### src/rtl/cmp_evt_pkg.sv
package cmp_evt_pkg;

  typedef enum logic [1:0] {
    MODE_TOGGLE = 2'b00,
    MODE_NONE   = 2'b01,
    MODE_FALL   = 2'b10,
    MODE_RISE   = 2'b11
  } evt_mode_e;

  localparam int REG_W   = 8;
  localparam int B_PWRDN = 7;
  localparam int B_BGAP  = 6;
  localparam int B_OUT   = 5;
  localparam int B_FLAG  = 4;
  localparam int B_IEN   = 3;
  localparam int B_CAPEN = 2;

  typedef struct packed {
    logic      pwrdn;
    logic      bgap;
    logic      ien;
    logic      capen;
    evt_mode_e mode;
  } ctrl_t;

  // Decide whether a transition from prev to cur matches the selected mode.
  function automatic logic edge_hit(evt_mode_e m, logic cur, logic prev);
    case (m)
      MODE_TOGGLE: return cur ^ prev;
      MODE_FALL:   return prev & ~cur;
      MODE_RISE:   return cur & ~prev;
      default:     return 1'b0;
    endcase
  endfunction

  // Assemble the read view of the control/status register.
  function automatic logic [REG_W-1:0] pack_status(ctrl_t c, logic outb, logic flag);
    return {c.pwrdn, c.bgap, outb, flag, c.ien, c.capen, c.mode};
  endfunction

  // Extract the writable fields from a write word.
  function automatic ctrl_t unpack_ctrl(logic [REG_W-1:0] w);
    ctrl_t c;
    c.pwrdn = w[B_PWRDN];
    c.bgap  = w[B_BGAP];
    c.ien   = w[B_IEN];
    c.capen = w[B_CAPEN];
    c.mode  = evt_mode_e'(w[1:0]);
    return c;
  endfunction

endpackage

### src/rtl/cmp_sync.sv
module cmp_sync #(
  parameter int STAGES = 2
) (
  input  logic clk,
  input  logic rst_n,
  input  logic raw_i,
  input  logic hold_i,
  output logic sync_o
);
  logic [STAGES-1:0] shr_q;

  generate
    if (STAGES == 1) begin : g_one
      always_ff @(posedge clk or negedge rst_n)
        if (!rst_n)       shr_q <= '0;
        else if (!hold_i) shr_q <= raw_i;
    end else begin : g_many
      always_ff @(posedge clk or negedge rst_n)
        if (!rst_n)       shr_q <= '0;
        else if (!hold_i) shr_q <= {shr_q[STAGES-2:0], raw_i};
    end
  endgenerate

  assign sync_o = shr_q[STAGES-1];

  p_hold_freezes_r11: assert property (@(posedge clk) disable iff (!rst_n)
    hold_i |=> $stable(sync_o));
endmodule

### src/rtl/cmp_edge_det.sv
module cmp_edge_det
  import cmp_evt_pkg::*;
(
  input  logic      clk,
  input  logic      rst_n,
  input  logic      sync_i,
  input  logic      en_i,
  input  evt_mode_e mode_i,
  output logic      hit_o
);
  logic prev_q;

  always_ff @(posedge clk or negedge rst_n)
    if (!rst_n) prev_q <= 1'b0;
    else        prev_q <= sync_i;

  assign hit_o = en_i & edge_hit(mode_i, sync_i, prev_q);

  p_hit_on_change_r12: assert property (@(posedge clk) disable iff (!rst_n)
    hit_o |=> $stable(sync_i) |-> !hit_o);
  p_reserved_quiet_r4: assert property (@(posedge clk) disable iff (!rst_n)
    (mode_i == MODE_NONE) |-> !hit_o);
endmodule

### src/rtl/cmp_flag.sv
module cmp_flag (
  input  logic clk,
  input  logic rst_n,
  input  logic set_i,
  input  logic clr_i,
  output logic flag_o
);
  always_ff @(posedge clk or negedge rst_n)
    if (!rst_n)     flag_o <= 1'b0;
    else if (set_i) flag_o <= 1'b1;
    else if (clr_i) flag_o <= 1'b0;

  p_set_wins_r5: assert property (@(posedge clk) disable iff (!rst_n)
    set_i |=> flag_o);
  p_clear_r6: assert property (@(posedge clk) disable iff (!rst_n)
    clr_i && !set_i |=> !flag_o);
  p_rise_has_cause_r4: assert property (@(posedge clk) disable iff (!rst_n)
    $rose(flag_o) |-> $past(set_i));
endmodule

### src/rtl/cmp_evt_ctrl.sv
module cmp_evt_ctrl
  import cmp_evt_pkg::*;
#(
  parameter int SYNC_STAGES = 2
) (
  input  logic             clk,
  input  logic             rst_n,
  input  logic             cmp_raw_i,
  input  logic             adc_en_i,
  input  logic             mux_sel_en_i,
  input  logic             gie_i,
  input  logic             irq_ack_i,
  input  logic             reg_wr_i,
  input  logic [REG_W-1:0] reg_wdata_i,
  output logic [REG_W-1:0] reg_rdata_o,
  output logic             cmp_out_o,
  output logic             irq_o,
  output logic             capture_trig_o,
  output logic             pos_sel_bandgap_o,
  output logic             neg_sel_adcmux_o,
  output logic             cmp_pwr_dn_o
);
  ctrl_t ctrl_q;
  logic  sync_out;
  logic  evt_hit;
  logic  flag_clr;
  logic  flag_q;

  always_ff @(posedge clk or negedge rst_n)
    if (!rst_n)        ctrl_q <= '0;
    else if (reg_wr_i) ctrl_q <= unpack_ctrl(reg_wdata_i);

  cmp_sync #(.STAGES(SYNC_STAGES)) u_sync (
    .clk(clk), .rst_n(rst_n), .raw_i(cmp_raw_i),
    .hold_i(ctrl_q.pwrdn), .sync_o(sync_out));

  cmp_edge_det u_edge (
    .clk(clk), .rst_n(rst_n), .sync_i(sync_out),
    .en_i(~ctrl_q.pwrdn), .mode_i(ctrl_q.mode), .hit_o(evt_hit));

  assign flag_clr = irq_ack_i | (reg_wr_i & reg_wdata_i[B_FLAG]);

  cmp_flag u_flag (
    .clk(clk), .rst_n(rst_n), .set_i(evt_hit),
    .clr_i(flag_clr), .flag_o(flag_q));

  assign cmp_out_o         = sync_out;
  assign irq_o             = flag_q & ctrl_q.ien & gie_i;
  assign capture_trig_o    = ctrl_q.capen & sync_out;
  assign pos_sel_bandgap_o = ctrl_q.bgap;
  assign neg_sel_adcmux_o  = mux_sel_en_i & ~adc_en_i;
  assign cmp_pwr_dn_o      = ctrl_q.pwrdn;
  assign reg_rdata_o       = pack_status(ctrl_q, sync_out, flag_q);

  p_no_event_pwrdn_r11: assert property (@(posedge clk) disable iff (!rst_n)
    cmp_pwr_dn_o && !flag_q |=> !flag_q || $past(reg_wr_i));
  p_irq_gated_r7: assert property (@(posedge clk) disable iff (!rst_n)
    !gie_i |-> !irq_o);
  p_cap_gated_r8: assert property (@(posedge clk) disable iff (!rst_n)
    !reg_rdata_o[B_CAPEN] |-> !capture_trig_o);
  p_adc_blocks_mux_r10: assert property (@(posedge clk) disable iff (!rst_n)
    adc_en_i |-> !neg_sel_adcmux_o);
  p_out_bit_mirror_r2: assert property (@(posedge clk) disable iff (!rst_n)
    reg_rdata_o[B_OUT] == cmp_out_o);
endmodule

### config.mk
export PLATFORM = sky130hd
export DESIGN_NAME = cmp_evt_ctrl
export DESIGN_NICKNAME = d
export VERILOG_FILES = /design/src/rtl/cmp_evt_pkg.sv /design/src/rtl/cmp_sync.sv /design/src/rtl/cmp_edge_det.sv /design/src/rtl/cmp_flag.sv /design/src/rtl/cmp_evt_ctrl.sv
export SDC_FILE = /design/constraint.sdc
export NUM_CORES = 1
export LEC_CHECK = 0
export BUFFER_PORTS_ARGS = -buffer_cell sky130_fd_sc_hd__buf_2
export CORE_AREA = 2 2 39 41
export DETAILED_ROUTE_END_ITERATION = 7
export DIE_AREA = 0 0 41 43
export PLACE_DENSITY = 0.71
export SYNTH_ARGS = -nofsm -noshare
export SYNTH_HDL_FRONTEND = slang
export SYNTH_SLANG_ARGS = --single-unit
### constraint.sdc
create_clock -name clk -period 1.57 [get_ports clk]
set_clock_uncertainty 0.05 [all_clocks]
set_input_delay 0.0785 -clock clk [delete_from_list [all_inputs] [get_ports clk]]
set_output_delay 0.0785 -clock clk [all_outputs]
set_load 0.05 [all_outputs]
==> results of run 1 <==
==> layout make-up <==
cell class / instances / area (sq um) / share of cell area, %
clock buffer: 4 / 26.3 / 3.88
multi-input combinational: 19 / 171 / 25.3
tap: 16 / 20.0 / 2.96
sequential: 10 / 251 / 37.2
inverter: 2 / 7.51 / 1.11
timing repair buffer: 34 / 200 / 29.6
==> registers in the layout (all words and copies together), names as in the netlist <==
| name | count |
|---|---|
| u_flag.flag_o | 1 |
| pos_sel_bandgap_o | 1 |
| reg_rdata_o | 4 |
| u_edge.prev_q | 1 |
| u_sync.shr_q | 2 |
| cmp_pwr_dn_o | 1 |
==> where the power goes <==
part | total [uW] | switching [uW] | internal, uW | leakage, uW
Sequential | 331 | 33.7 | 298 | 0.000117
Clock | 176 | 78.0 | 97.8 | 0.0000150
Combinational | 327 | 228 | 99.2 | 0.000220
==> layout by cell type (no fill, tap or decap) <==
master	n
sky130_fd_sc_hd__a21oi_1	1
sky130_fd_sc_hd__and2_1	1
sky130_fd_sc_hd__and3_1	1
sky130_fd_sc_hd__buf_2	28
sky130_fd_sc_hd__clkbuf_1	1
sky130_fd_sc_hd__clkbuf_4	3
sky130_fd_sc_hd__dfrtp_1	9
sky130_fd_sc_hd__dfrtp_2	1
sky130_fd_sc_hd__dlygate4sd3_1	6
sky130_fd_sc_hd__ha_1	2
sky130_fd_sc_hd__inv_1	2
sky130_fd_sc_hd__mux2_1	1
sky130_fd_sc_hd__mux2_2	8
sky130_fd_sc_hd__nand2_1	1
sky130_fd_sc_hd__nand3b_1	1
sky130_fd_sc_hd__nor2b_1	1
sky130_fd_sc_hd__nor3_1	1
sky130_fd_sc_hd__o21ai_1	1
==> layer usage <==
layer,up-vias,track usage (%),routed length (microns)
met5,-,0,0
met4,0,12.0,22
met3,2,1.57,53
met2,16,19.7,480
met1,171,13.4,373
li1,184,-,-
==> logic make-up (layout without fill, tap and decap cells) <==
logic type      Yosys count  after routing  synth area share, %
flops                    10             10                 53.9
mux                       9              9                 21.8
buf+inv                   7             40                 9.16
simple gates              6              6                 7.55
fa+ha+maj                 2              2                 5.39
compound gates            2              2                 2.15
==> through the flow <==
stage	power, uW	std cells
final	834	85
after global routing	890	85
after CTS	850	85
after detailed placement	655	75
after global placement	645	75
after floorplan	595	36
==> worst paths after layout <==
check,start,end,slack [ns],depth (start not counted)
worst max-delay path,u_sync.shr_q[1],u_flag.flag_o,0.23,4
worst min-delay path,reg_wdata_i[2],reg_rdata_o[2],0.01,2
worst max register to register,u_sync.shr_q[1],u_flag.flag_o,0.23,4
min in group asynchronous,rst_n,reg_rdata_o[0],0.16,2
max in group asynchronous,rst_n,u_sync.shr_q[1],1.11,2
worst min register to register,u_sync.shr_q[1],u_edge.prev_q,0.40,0
==> critical path: cells and delay by family, from the launching register on <==
family	cells	cell delay (ns)
flip-flops	1	0.44
adder cells (fa/ha/maj)	1	0.20
multiplexers	1	0.29
AO/OA/AOI/OAI	2	0.24
==> timing repair <==
item,4_1_cts,5_1_grt
hold endpoints to repair,15,0
resized for setup,0,0
hold buffers,6,0
==> flow_results.org, run 1 <==
** Status
- The run finished with clean final reports.

** Clocking
- Number of sinks handled by clock tree synthesis :: 10
- CTS H-tree lvls :: 1
- Clock-pin slew was measured on the worst setup and hold paths at 0.06 ns.
- The longest clock path from root to sink contains 2 buffers.
- Clock root buffer master :: sky130_fd_sc_hd__clkbuf_4
- The number of setup buffers added after CTS is 0.
- TritonCTS created 3 clock buffers.
- TritonCTS built the clock tree.
- Skew-Pair Late Insertion Delay :: 0.26 ns

** Worst setup path
- List of cells traversed by the critical path :: ha_1 > mux2_1 > a21oi_1 > o21ai_1
- The worst setup path is captured at a flip-flop.
- Critical path launch point type :: flip-flop
- On the critical path, the stage with the largest delay is an instance of sky130_fd_sc_hd__dfrtp_2.
- Largest fanout on the critical path :: 7
- By startpoint and endpoint, the worst setup path is classified as flip-flop to flip-flop.
- On the worst path, the slowest cell contributes a delay of around 0.44 ns.
- Data on the critical path arrives at its endpoint at 1.42 ns.
- CP Data Required Time :: about 1.7 ns

** Floorplanning
- Number of core rows :: 14
- Core area :: ~1400 sq um
- The die covers 1760 sq um.
- During I/O placement, the number of pins put on the boundary was 30.
- Die height :: roughly 43 microns
- Horiz. Die Dim :: 41 microns
- The initial utilization of the core area, before any placement, comes to roughly 34%.

** STA
- RSZ-0062 raised after global routing :: no
- Min Tclk post-route :: approximately 1.3 ns
- Share of the cycle needed by the critical path after routing :: 85.3%
- Adding up every negative setup slack in the final design gives 0 ns.
- For the pin with the worst max-slew slack, the measured transition is 0.255 ns.
- Setup violations remaining at the end of the flow were counted as 0.
- Worst max-slew margin expressed relative to the limit :: between 80 and 90%
- Hold slack :: 0.0105 ns
- Final setup margin :: between 0.2 and 0.25 ns
- The final hold violation count came to 0.
- Final-report max-slew violation count :: 0
- Static timing analysis puts the maximum clock frequency at roughly 750 MHz.

** Logic synthesis
- In this run the mean area of a mapped cell was about 13 sq um.
- The Yosys step of the flow raised 0 warnings.
- Post-synthesis async set-or-reset flop share :: 100%
- Most used flip-flop cell after synthesis :: sky130_fd_sc_hd__dfrtp_1
- Sequential elements use between 50% and 60% of the synthesized area.
- Cell types with the highest counts after synthesis :: sky130_fd_sc_hd__dfrtp_1 (10), sky130_fd_sc_hd__mux2_2 (8), sky130_fd_sc_hd__buf_4 (4), sky130_fd_sc_hd__ha_1 (2), sky130_fd_sc_hd__inv_1 (2)
- Post-synth cell types :: 15
- In this run the cell area of the synthesized design comes to 464 sq um.
- Number of synthesized flops with an enable pin :: 0
- Synthesis produced a netlist with a net count of 54.
- By area the synthesized netlist is led by sky130_fd_sc_hd__dfrtp_1 (54%), sky130_fd_sc_hd__mux2_2 (19%), sky130_fd_sc_hd__buf_4 (6.5%), sky130_fd_sc_hd__ha_1 (5.4%), sky130_fd_sc_hd__mux2_1 (2.4%).
- The most common cell in the synthesized netlist is sky130_fd_sc_hd__dfrtp_1.
- Synthesis inferred 10 register bits.
- Counting every instance in the synthesized netlist gives 36.
- Area share of the largest cell type after synthesis :: between 50% and 60%
- Biggest area consumer among synthesized cells :: sky130_fd_sc_hd__dfrtp_1

** Placed design
- Before CTS, the worst setup slack after placement is ~0.23 ns.
- DP Area :: slightly below 600 sq um
- Gpl congestion :: approximately 0.57
- Detailed placement finished with a half-perimeter wire length of ~680 microns.
- Number of I/O port buffers :: 28

** Drt
- Residual DRC count :: 0
- In the routed layout, each cell is associated on average with a via count of ~4.4.
- DRT iter0 DRCs :: 1
- Count of nets left with antenna violations after detail routing :: 0
- The first TritonRoute pass finished after 2 iterations.
- Post-detailed-route wirelength per cell :: approximately 11 microns
- Total wirelength of the detailed-routed design :: around 930 microns
- The final route contains ~370 vias.

** Final layout
- Core occupancy in the finished layout :: roughly half
- The area growth from synthesis to layout is 45.8%.
- The repair_antennas step left the layout with diodes totalling 0.
- # fillers :: between 100 and 150
- Final net count :: between 80 and 90
- Of the cells placed in the final design, the portion with a size suffix greater than 1 is between 50 and 60%.
- Post-route standard cell area excluding fillers :: ~680 sq um

** Pwr
- Static Leakage :: roughly 0.00035 uW
- Maximum vdd drop :: around 380 uV
- Dividing total power by cell area gives a power density of about 1200 nW/um^2.

** Flow run
- Max-cap violations in this run came to 0.

** Global routing
- Antenna violations before repair :: 0
- The total overflow left after global routing is 0.
- Largest net degree at the start of global routing :: 11
- Overall routing resource usage :: roughly an eighth
- Number of global-route vias before repair :: approximately 380
- The first global-routing pass estimated ~1.4 mm of wire.

** Hold path
- The path class of the tightest hold or removal check is input port to flip-flop.
(Power assumes the default switching activity.)
==> run 2: changes to the inputs <==
--- a/config.mk
+++ b/config.mk
@@ -9,7 +9,8 @@
 export CORE_AREA = 2 2 39 41
 export DETAILED_ROUTE_END_ITERATION = 7
 export DIE_AREA = 0 0 41 43
-export PLACE_DENSITY = 0.71
+export PLACE_DENSITY = 0.75
 export SYNTH_ARGS = -nofsm -noshare
 export SYNTH_HDL_FRONTEND = slang
+export SYNTH_HIERARCHICAL = 1
 export SYNTH_SLANG_ARGS = --single-unit
==> flow_results.org, run 2 <==
** Status
- Outcome :: finished, final reports clean

** Final layout
- Number of antenna diodes :: 0 (unchanged)
- The count of filler cells inserted in the layout came to 134 (-2.9%).
- Final net count :: 93 (+5.7%)
- The number of flip-flops under the largest register name was 4 (unchanged).
- The library cells used most frequently in the layout, excluding fill and tap cells, are sky130_fd_sc_hd__buf_2 (28), sky130_fd_sc_hd__dfrtp_1 (9), sky130_fd_sc_hd__dlygate4sd3_1 (8).
- Most frequent standard cell in the layout excluding fill and tap cells :: sky130_fd_sc_hd__buf_2
- Core occupancy in the finished layout :: 54.5% (+5.6 points)
- Compared with the post-synthesis result, the final layout area differs by 45.7%.
- The fraction of final layout cells with drive strength greater than 1 is 58.1% (+0.14 points).

** Clocking
- The clock sink count was 10 (unchanged).
- CTS clk-pin slew, worst paths :: 0.07 ns (about the same)
- Number of buffers inserted by post-CTS setup repair :: 0 (unchanged)
- Cts repair resizes :: 0 (unchanged)
- The H-tree depth was 1 (unchanged).
- Clock root buffer master :: sky130_fd_sc_hd__clkbuf_4
- Clock tree buffer depth :: 2 (unchanged)
- TritonCTS built the clock tree.
- The clock buffer count from CTS is 3 (unchanged).
- The clock insertion delay at the later pin of the skew report came to 0.26 ns (about the same).
- The hold-fix buffer count after cts came to 8 (+2).

** Logic synthesis
- Post-synth cell types :: 14 (-1)
- The area of the mapped netlist was 518 sq um (+12%).
- The number of synthesis warnings came to 6 (+6).
- The synthesized instance count came to 39 (+8.3%).
- Of all cell types, the one taking the most synthesized area is sky130_fd_sc_hd__dfrtp_1.
- The sequential share of the synthesized area is 48.3% (-5.6 points).
- Number of synthesized flops with an enable pin :: 0 (unchanged)
- The share of synthesized registers carrying an async set or reset is 100% (unchanged).
- The mean post-synth cell area came to 13.3 sq um (+3.0%).
- Area share of the largest cell type after synthesis :: 48.3% (-5.6 points)
- Net count after synthesis :: 57 (+5.6%)
- By instance count, the leading cell after synthesis is sky130_fd_sc_hd__dfrtp_1.
- In the synthesized netlist the dominant register cell turns out to be sky130_fd_sc_hd__dfrtp_1.
- In the post-synthesis netlist, the biggest area contributors are sky130_fd_sc_hd__dfrtp_1 (48%), sky130_fd_sc_hd__mux2_4 (17%), sky130_fd_sc_hd__buf_4 (5.8%), sky130_fd_sc_hd__ha_1 (4.8%), sky130_fd_sc_hd__mux2_2 (4.3%).
- The commonest cells after synthesis are sky130_fd_sc_hd__dfrtp_1 (10), sky130_fd_sc_hd__mux2_4 (6), sky130_fd_sc_hd__inv_1 (5), sky130_fd_sc_hd__buf_4 (4), sky130_fd_sc_hd__nor2b_1 (3).
- Number of register bits inferred by synthesis :: 10 (unchanged)

** Drt
- The total wire length after detailed routing was 1.03 mm (+11%).
- The number of design-rule violations left by the first detailed-router iteration was 4 (+3).
- Post-detailed-route wirelength per cell :: 11.4 microns (+4.4%)
- Count of nets left with antenna violations after detail routing :: 0 (unchanged)
- The total via count after detailed routing came to 397 (+6.4%).
- Count of TritonRoute iterations in the first routing pass :: 3 (+1)
- The detail-routed via count per cell is 4.41 (+0.52%).
- The post-route DRC violation count is 0 (unchanged).

** Worst setup path
- Beginning of the worst register-to-register path :: u_sync/shr_q[1]
- The worst setup path is captured at a flip-flop.
- In this run the critical register-to-register path is captured at u_flag/flag_o.
- The register-to-register path setup slack was 0.21 ns (-0.02 ns).
- Critical path data arrival time :: 1.52 ns (+0.10 ns)
- The setup path with the least slack is of type flip-flop to flip-flop.
- STA classifies the critical path startpoint as a flip-flop.
- Worst Reg2Reg Path Length in Cells :: 5 (+1)
- The maximum fanout along the worst path was 7 (unchanged).
- CP Data Required Time :: 1.73 ns (+0.07 ns)

** Flow run
- Number of max-cap violations :: 0 (unchanged)

** Pwr
- The switching share of total power is 39.3% (-1.4 points).
- Share of total power in sequential cells :: 36.4% (-3.3 points)
- Internal cell power :: 555 uW (+12%)
- Share of total power in the clock network :: 25.2% (+4.1 points)
- Share of total power in combinational logic :: 38.4% (-0.8 points)
- The power per cell area is 1210 nW/um^2 (-1.6%).
- Static Leakage :: 0.000425 uW (+20%)
- Final Power :: 915 uW (+9.7%)
- The switching power of the nets was 360 uW (+6.0%).
- The highest ir drop seen on vdd came to 548 uV (+44%).

** Floorplanning
- Area of the die :: 1760 sq um (unchanged)
- The starting density of the core came to 37.4% (+3.9 points).
- The core outline area was 1380 sq um (unchanged).
- Number of core rows :: 14 (unchanged)
- The horizontal die dimension was 41 microns (unchanged).
- I/O pin count :: 30 (unchanged)
- The height of the die was 43 microns (unchanged).

** STA
- The peak clock frequency supported by timing came to 736 MHz (-1.4%).
- The measured slew at the worst slew-check pin is 0.286 ns (+0.0309 ns).
- Setup TNS :: 0 ns (unchanged)
- Min Tclk post-route :: 1.36 ns (+0.0195 ns)
- Final count of negative-setup-slack endpoints :: 0 (unchanged)
- RSZ-0062 raised after global routing :: no
- The final hold violation count came to 0 (unchanged).
- Final-report max-slew violation count :: 0 (unchanged)
- Share of the cycle needed by the critical path after routing :: 86.5% (+1.2 points)
- Worst max-slew margin expressed relative to the limit :: 80.7% (-2.4 points)

** Placed design
- Detail Placement HPWL :: 759 microns (+11%)
- Gpl congestion :: 0.646 (+13%)
- Number of I/O port buffers :: 28 (unchanged)

** Hold path
- Min-Delay Path Class :: input port to flip-flop
- The cell count of the worst hold path was 4 (+2).
- In this run the most critical hold path is launched from irq_ack_i.
- The path with the worst hold slack has its endpoint at u_flag/flag_o.

** Global routing
- Overall routing resource usage :: 14.9% (+2.3 points)
- Largest net degree at the start of global routing :: 11 (unchanged)
- Wire length of the first global-routing pass :: 1.68 mm (+18%)
- Antenna violations before repair :: 0 (unchanged)
- Global route total overflow :: 0 (unchanged)
- The via count of the first global-routing pass was 403 (+6.6%).
==> run 2: cell types whose count changed in the layout (fill, tap and decap cells not counted), moves of 2 or more <==
cell,previous run,this run
sky130_fd_sc_hd__mux2_2,8,2
sky130_fd_sc_hd__nor2b_1,1,3
sky130_fd_sc_hd__dlygate4sd3_1,6,8
sky130_fd_sc_hd__mux2_4,0,6
sky130_fd_sc_hd__inv_1,2,5
==> run 2: critical path, cell delays in order (launching register included) <==
cell,delay [ns]
sky130_fd_sc_hd__dfrtp_2,0.41
sky130_fd_sc_hd__inv_1,0.06
sky130_fd_sc_hd__ha_1,0.28
sky130_fd_sc_hd__nor2b_1,0.14
sky130_fd_sc_hd__o41ai_2,0.24
sky130_fd_sc_hd__a21o_1,0.12
==> run 2: final cells by class <==
cell class / instances / area (sq um) / area share (%)
Tap cell: 16 / 20.0 / 2.65
Timing Repair Buffer: 36 / 220 / 29.2
Multi-Input combinational cell: 19 / 208 / 27.5
Inverter: 5 / 18.8 / 2.49
Sequential cell: 10 / 251 / 33.3
Clock buffer: 4 / 36.3 / 4.81
==> run 2: cells by family (layout without fill, tap and decap cells) <==
kind of cell	Yosys count	in the layout	synth area share (%)
buffers and inverters	10	45	11.6
AND/OR/NAND/NOR	6	6	7.25
adder cells (fa/ha/maj)	2	2	4.83
multiplexers	8	8	21.7
AO/OA/AOI/OAI	3	3	6.28
flip-flops	10	10	48.3
==> run 2: per-layer routing <==
layer,share of wire [%],track usage (%),vias up
li1,-,-,196
met3,4.8,1.57,0
met2,56,24.4,15
met4,0,12.0,0
met5,0,0,-
met1,39,15.9,186
==> run 2: metrics by stage <==
stage | worst slack, ns | cells | hold WS, ns | instance area, sq um
finish | 0.211 | 90 | 0.117 | 754
global route | 0.105 | 90 | 0.135 | 754
CTS | 0.184 | 90 | 0.113 | 754
detailed placement | 0.199 | 78 | -0.0989 | 638
global placement | 0.295 | 78 | -0.100 | 638
floorplan | 0.138 | 39 | -0.267 | 519
==> run 2: power by group through the flow <==
stage / sequential [uW] / combinational [uW] / clock [uW]
finish: 333 / 351 / 230
global route: 342 / 377 / 256
CTS: 335 / 355 / 241
detailed placement: 340 / 339 / 0
global placement: 336 / 330 / 0
floorplan: 409 / 207 / 0
==> run 2: worst max path at each step <==
stage               startpoint       endpoint  depth (start not counted)
2_1_floorplan  u_sync/shr_q[1]  u_flag/flag_o                          5
3_3_place_gp   u_sync/shr_q[1]  u_flag/flag_o                          5
3_5_place_dp   u_sync/shr_q[1]  u_flag/flag_o                          5
4_1_cts        u_sync/shr_q[1]  u_flag/flag_o                          5
5_1_grt        u_sync/shr_q[1]  u_flag/flag_o                          5
6_report       u_sync/shr_q[1]  u_flag/flag_o                          5
==> run 3: changes to the inputs <==
--- a/config.mk
+++ b/config.mk
@@ -6,10 +6,10 @@
 export NUM_CORES = 1
 export LEC_CHECK = 0
 export BUFFER_PORTS_ARGS = -buffer_cell sky130_fd_sc_hd__buf_2
-export CORE_AREA = 2 2 39 41
+export CORE_MARGIN = 2
+export CORE_UTILIZATION = 31
 export DETAILED_ROUTE_END_ITERATION = 7
-export DIE_AREA = 0 0 41 43
-export PLACE_DENSITY = 0.75
+export PLACE_DENSITY = 0.63
 export SYNTH_ARGS = -nofsm -noshare
 export SYNTH_HDL_FRONTEND = slang
 export SYNTH_HIERARCHICAL = 1
==> flow_results.org, run 3 (synthesis results as in run 2) <==
** Status
- Outcome :: finished, final reports clean

** Worst setup path
- The cell count of the worst reg-to-reg path was 5 (unchanged).
- The data arrival time of the critical path was 1.43 ns (-0.09 ns).
- CP Data Required Time :: 1.73 ns (about the same)
- Worst setup path class :: flip-flop to flip-flop
- Beginning of the worst register-to-register path :: u_sync/shr_q[1]
- CP top delay family :: flip-flops
- R2r setup slk :: 0.30 ns (+0.09 ns)
- The endpoint identified for the worst register-to-register timing path is u_flag/flag_o.
- Largest fanout on the critical path :: 7 (unchanged)
- Crit. End Element :: flip-flop
- The worst stage delay on the critical path came to 0.41 ns (about the same).
- Worst-path cell with the longest stage delay :: sky130_fd_sc_hd__dfrtp_2
- Critical path launch point type :: flip-flop
- Walking the worst path, the cells encountered are inv_1 > ha_1 > nor2b_1 > o41ai_2 > a21o_1.
- The buffers plus inverters on the worst setup path was 1 (unchanged).

** STA
- Hold slack :: 0.000779 ns (-0.116 ns)
- RSZ-0062 raised after global routing :: no
- The count of pins over their slew limit came to 0 (unchanged).
- The total negative slack for setup checks is 0 ns (unchanged).
- The relative max-transition margin was 83.3% (+2.6 points).
- Final count of negative-setup-slack endpoints :: 0 (unchanged)
- The peak clock frequency supported by timing came to 786 MHz (+6.8%).
- The period utilization came to 81.0% (-5.5 points).
- Min Tclk post-route :: 1.27 ns (-0.0866 ns)
- The measured slew at the worst slew-check pin was 0.253 ns (-0.0335 ns).
- Final count of hold timing violations :: 0 (unchanged)

** Floorplanning
- Number of core rows :: 14 (unchanged)
- Area of the die :: 2010 sq um (+14%)
- I/O pin count :: 30 (unchanged)
- Initial core utilization :: 33.6% (-3.8 points)
- Die height :: 44.9 microns (+4.4%)
- The horizontal die dimension was 44.9 microns (+9.5%).
- The core outline area is 1540 sq um (+11%).

** Final layout
- The fraction of final layout cells with drive strength greater than 1 was 57.5% (-0.57 points).
- Final net count :: 92 (-1.1%)
- From synthesis to final layout, the design area changed by 41.8%.
- The post-route non-filler standard cell count came to 89 (-1.1%).
- The number of diodes added for antenna fixing was 0 (unchanged).
- Most frequent standard cell in the layout excluding fill and tap cells :: sky130_fd_sc_hd__buf_2
- The count of filler cells inserted in the layout is 147 (+9.7%).
- The area of the multi-input gates was 208 sq um (unchanged).
- The number of flip-flops under the largest register name is 4 (unchanged).
- Core occupancy in the finished layout :: 47.6% (-6.9 points)
- The top cell types in the final layout, fill and taps aside, are sky130_fd_sc_hd__buf_2 (28), sky130_fd_sc_hd__dfrtp_1 (9), sky130_fd_sc_hd__dlygate4sd3_1 (7).
- Storage element area :: 251 sq um (unchanged)

** Pwr
- Static Leakage :: 0.000415 uW (-2.4%)
- Sw Share :: 41.1% (+1.8 points)
- Share of total power in combinational logic :: 39.9% (+1.5 points)
- Share of total power in the clock network :: 21.5% (-3.7 points)
- The power share of the sequential group came to 38.6% (+2.2 points).
- Internal cell power :: 510 uW (-8.2%)
- The highest ir drop seen on vdd came to 808 uV (+47%).
- The power per cell area came to 1180 nW/um^2 (-2.8%).
- The switching power of the nets is 356 uW (-1.2%).

** Drt
- DRT iter0 DRCs :: 1 (-3)
- Residual DRC count :: 0 (unchanged)
- The detail-routed via count per cell came to 4.53 (+2.7%).
- Count of TritonRoute iterations in the first routing pass :: 4 (+1)
- Count of nets left with antenna violations after detail routing :: 0 (unchanged)
- Total wirelength of the detailed-routed design :: 997 microns (-2.9%)
- Total vias in the final route :: 403 (+1.5%)
- Post-detailed-route wirelength per cell :: 11.2 microns (-1.8%)

** Hold path
- Worst hold endpoint :: reg_rdata_o[2]
- The startpoint identified for the worst hold timing path is reg_wdata_i[2].
- The tightest min-delay check is of the input port to flip-flop type.
- Hold Path Stages :: 2 (-2)

** Flow run
- The number of max-cap violations is 0 (unchanged).

** Clocking
- The clock insertion delay at the later pin of the skew report is 0.26 ns (about the same).
- CTS clk-pin slew, worst paths :: 0.07 ns (about the same)
- The clock buffer count from CTS is 3 (unchanged).
- Clock tree from TritonCTS :: built
- The clock sink count came to 10 (unchanged).
- Clock tree synthesis selected as its root buffer the cell sky130_fd_sc_hd__clkbuf_4.
- The number of buffers between clock root and the deepest sink is 2 (unchanged).
- CTS H-tree lvls :: 1 (unchanged)

** Placed design
- Gpl congestion :: 0.637 (-1.4%)
- Inst Count DP :: 78 (unchanged)
- Number of I/O port buffers :: 28 (unchanged)

** Global routing
- The pin count of the biggest net entering global routing is 11 (unchanged).
- The via count of the first global-routing pass was 361 (-10%).
- Overall routing resource usage :: 10.8% (-4.1 points)
- The number of antenna violations at the first check in global routing was 0 (unchanged).
- The total congestion overflow after global routing came to 0 (unchanged).
- Wire length of the first global-routing pass :: 1.49 mm (-11%)
[run 3: cell count changes in the layout (fill, tap and decap cells not counted), sizes merged]
cell	change
dlygate4sd3	-1
[run 3: through the flow]
| stage | worst slack, ns | power, uW | instance area (sq um) |
|---|---|---|---|
| global placement | 0.304 | 670 | 638 |
| detailed placement | 0.295 | 675 | 638 |
| CTS | 0.281 | 874 | 724 |
| global route | 0.209 | 911 | 734 |
| finish | 0.298 | 866 | 734 |
| floorplan | 0.138 | 616 | 519 |
[run 3: worst max-delay path by stage]
stage                     from             to  depth (start not counted)
3_3_place_gp   u_sync/shr_q[1]  u_flag/flag_o                          5
2_1_floorplan  u_sync/shr_q[1]  u_flag/flag_o                          5
5_1_grt        u_sync/shr_q[1]  u_flag/flag_o                          5
4_1_cts        u_sync/shr_q[1]  u_flag/flag_o                          5
3_5_place_dp   u_sync/shr_q[1]  u_flag/flag_o                          5
6_report       u_sync/shr_q[1]  u_flag/flag_o                          5
[run 3: final cells by class]
type | count | area share (%)
Multi-Input combinational cell | 19 | 28.3
Inverter | 5 | 2.56
Timing Repair Buffer | 35 | 28.6
Tap cell | 16 | 2.73
Clock buffer | 4 | 3.58
Sequential cell | 10 | 34.2
[run 3: metal layers]
| metal | GRT usage (%) | wire [microns] | up-vias |
|---|---|---|---|
| li1 | - | - | 193 |
| met1 | 12.7 | 420 | 189 |
| met2 | 17.7 | 502 | 19 |
| met3 | 3.60 | 67 | 2 |
| met4 | 5.29 | 7 | 0 |
| met5 | 0 | 0 | - |
[run 3: what timing repair did]
item | in CTS | in global routing
hold buffers | 6 | 1
gates resized for setup | 0 | 0
hold endpoints to repair | 15 | 1
setup buffers | 0 | 0
[run 3: power by group through the flow]
stage | logic (uW) | registers [uW] | clock network, uW
after detailed placement | 335 | 341 | 0
after global routing | 366 | 340 | 206
after CTS | 346 | 336 | 192
final | 345 | 334 | 186
after floorplan | 207 | 409 | 0
after global placement | 332 | 338 | 0
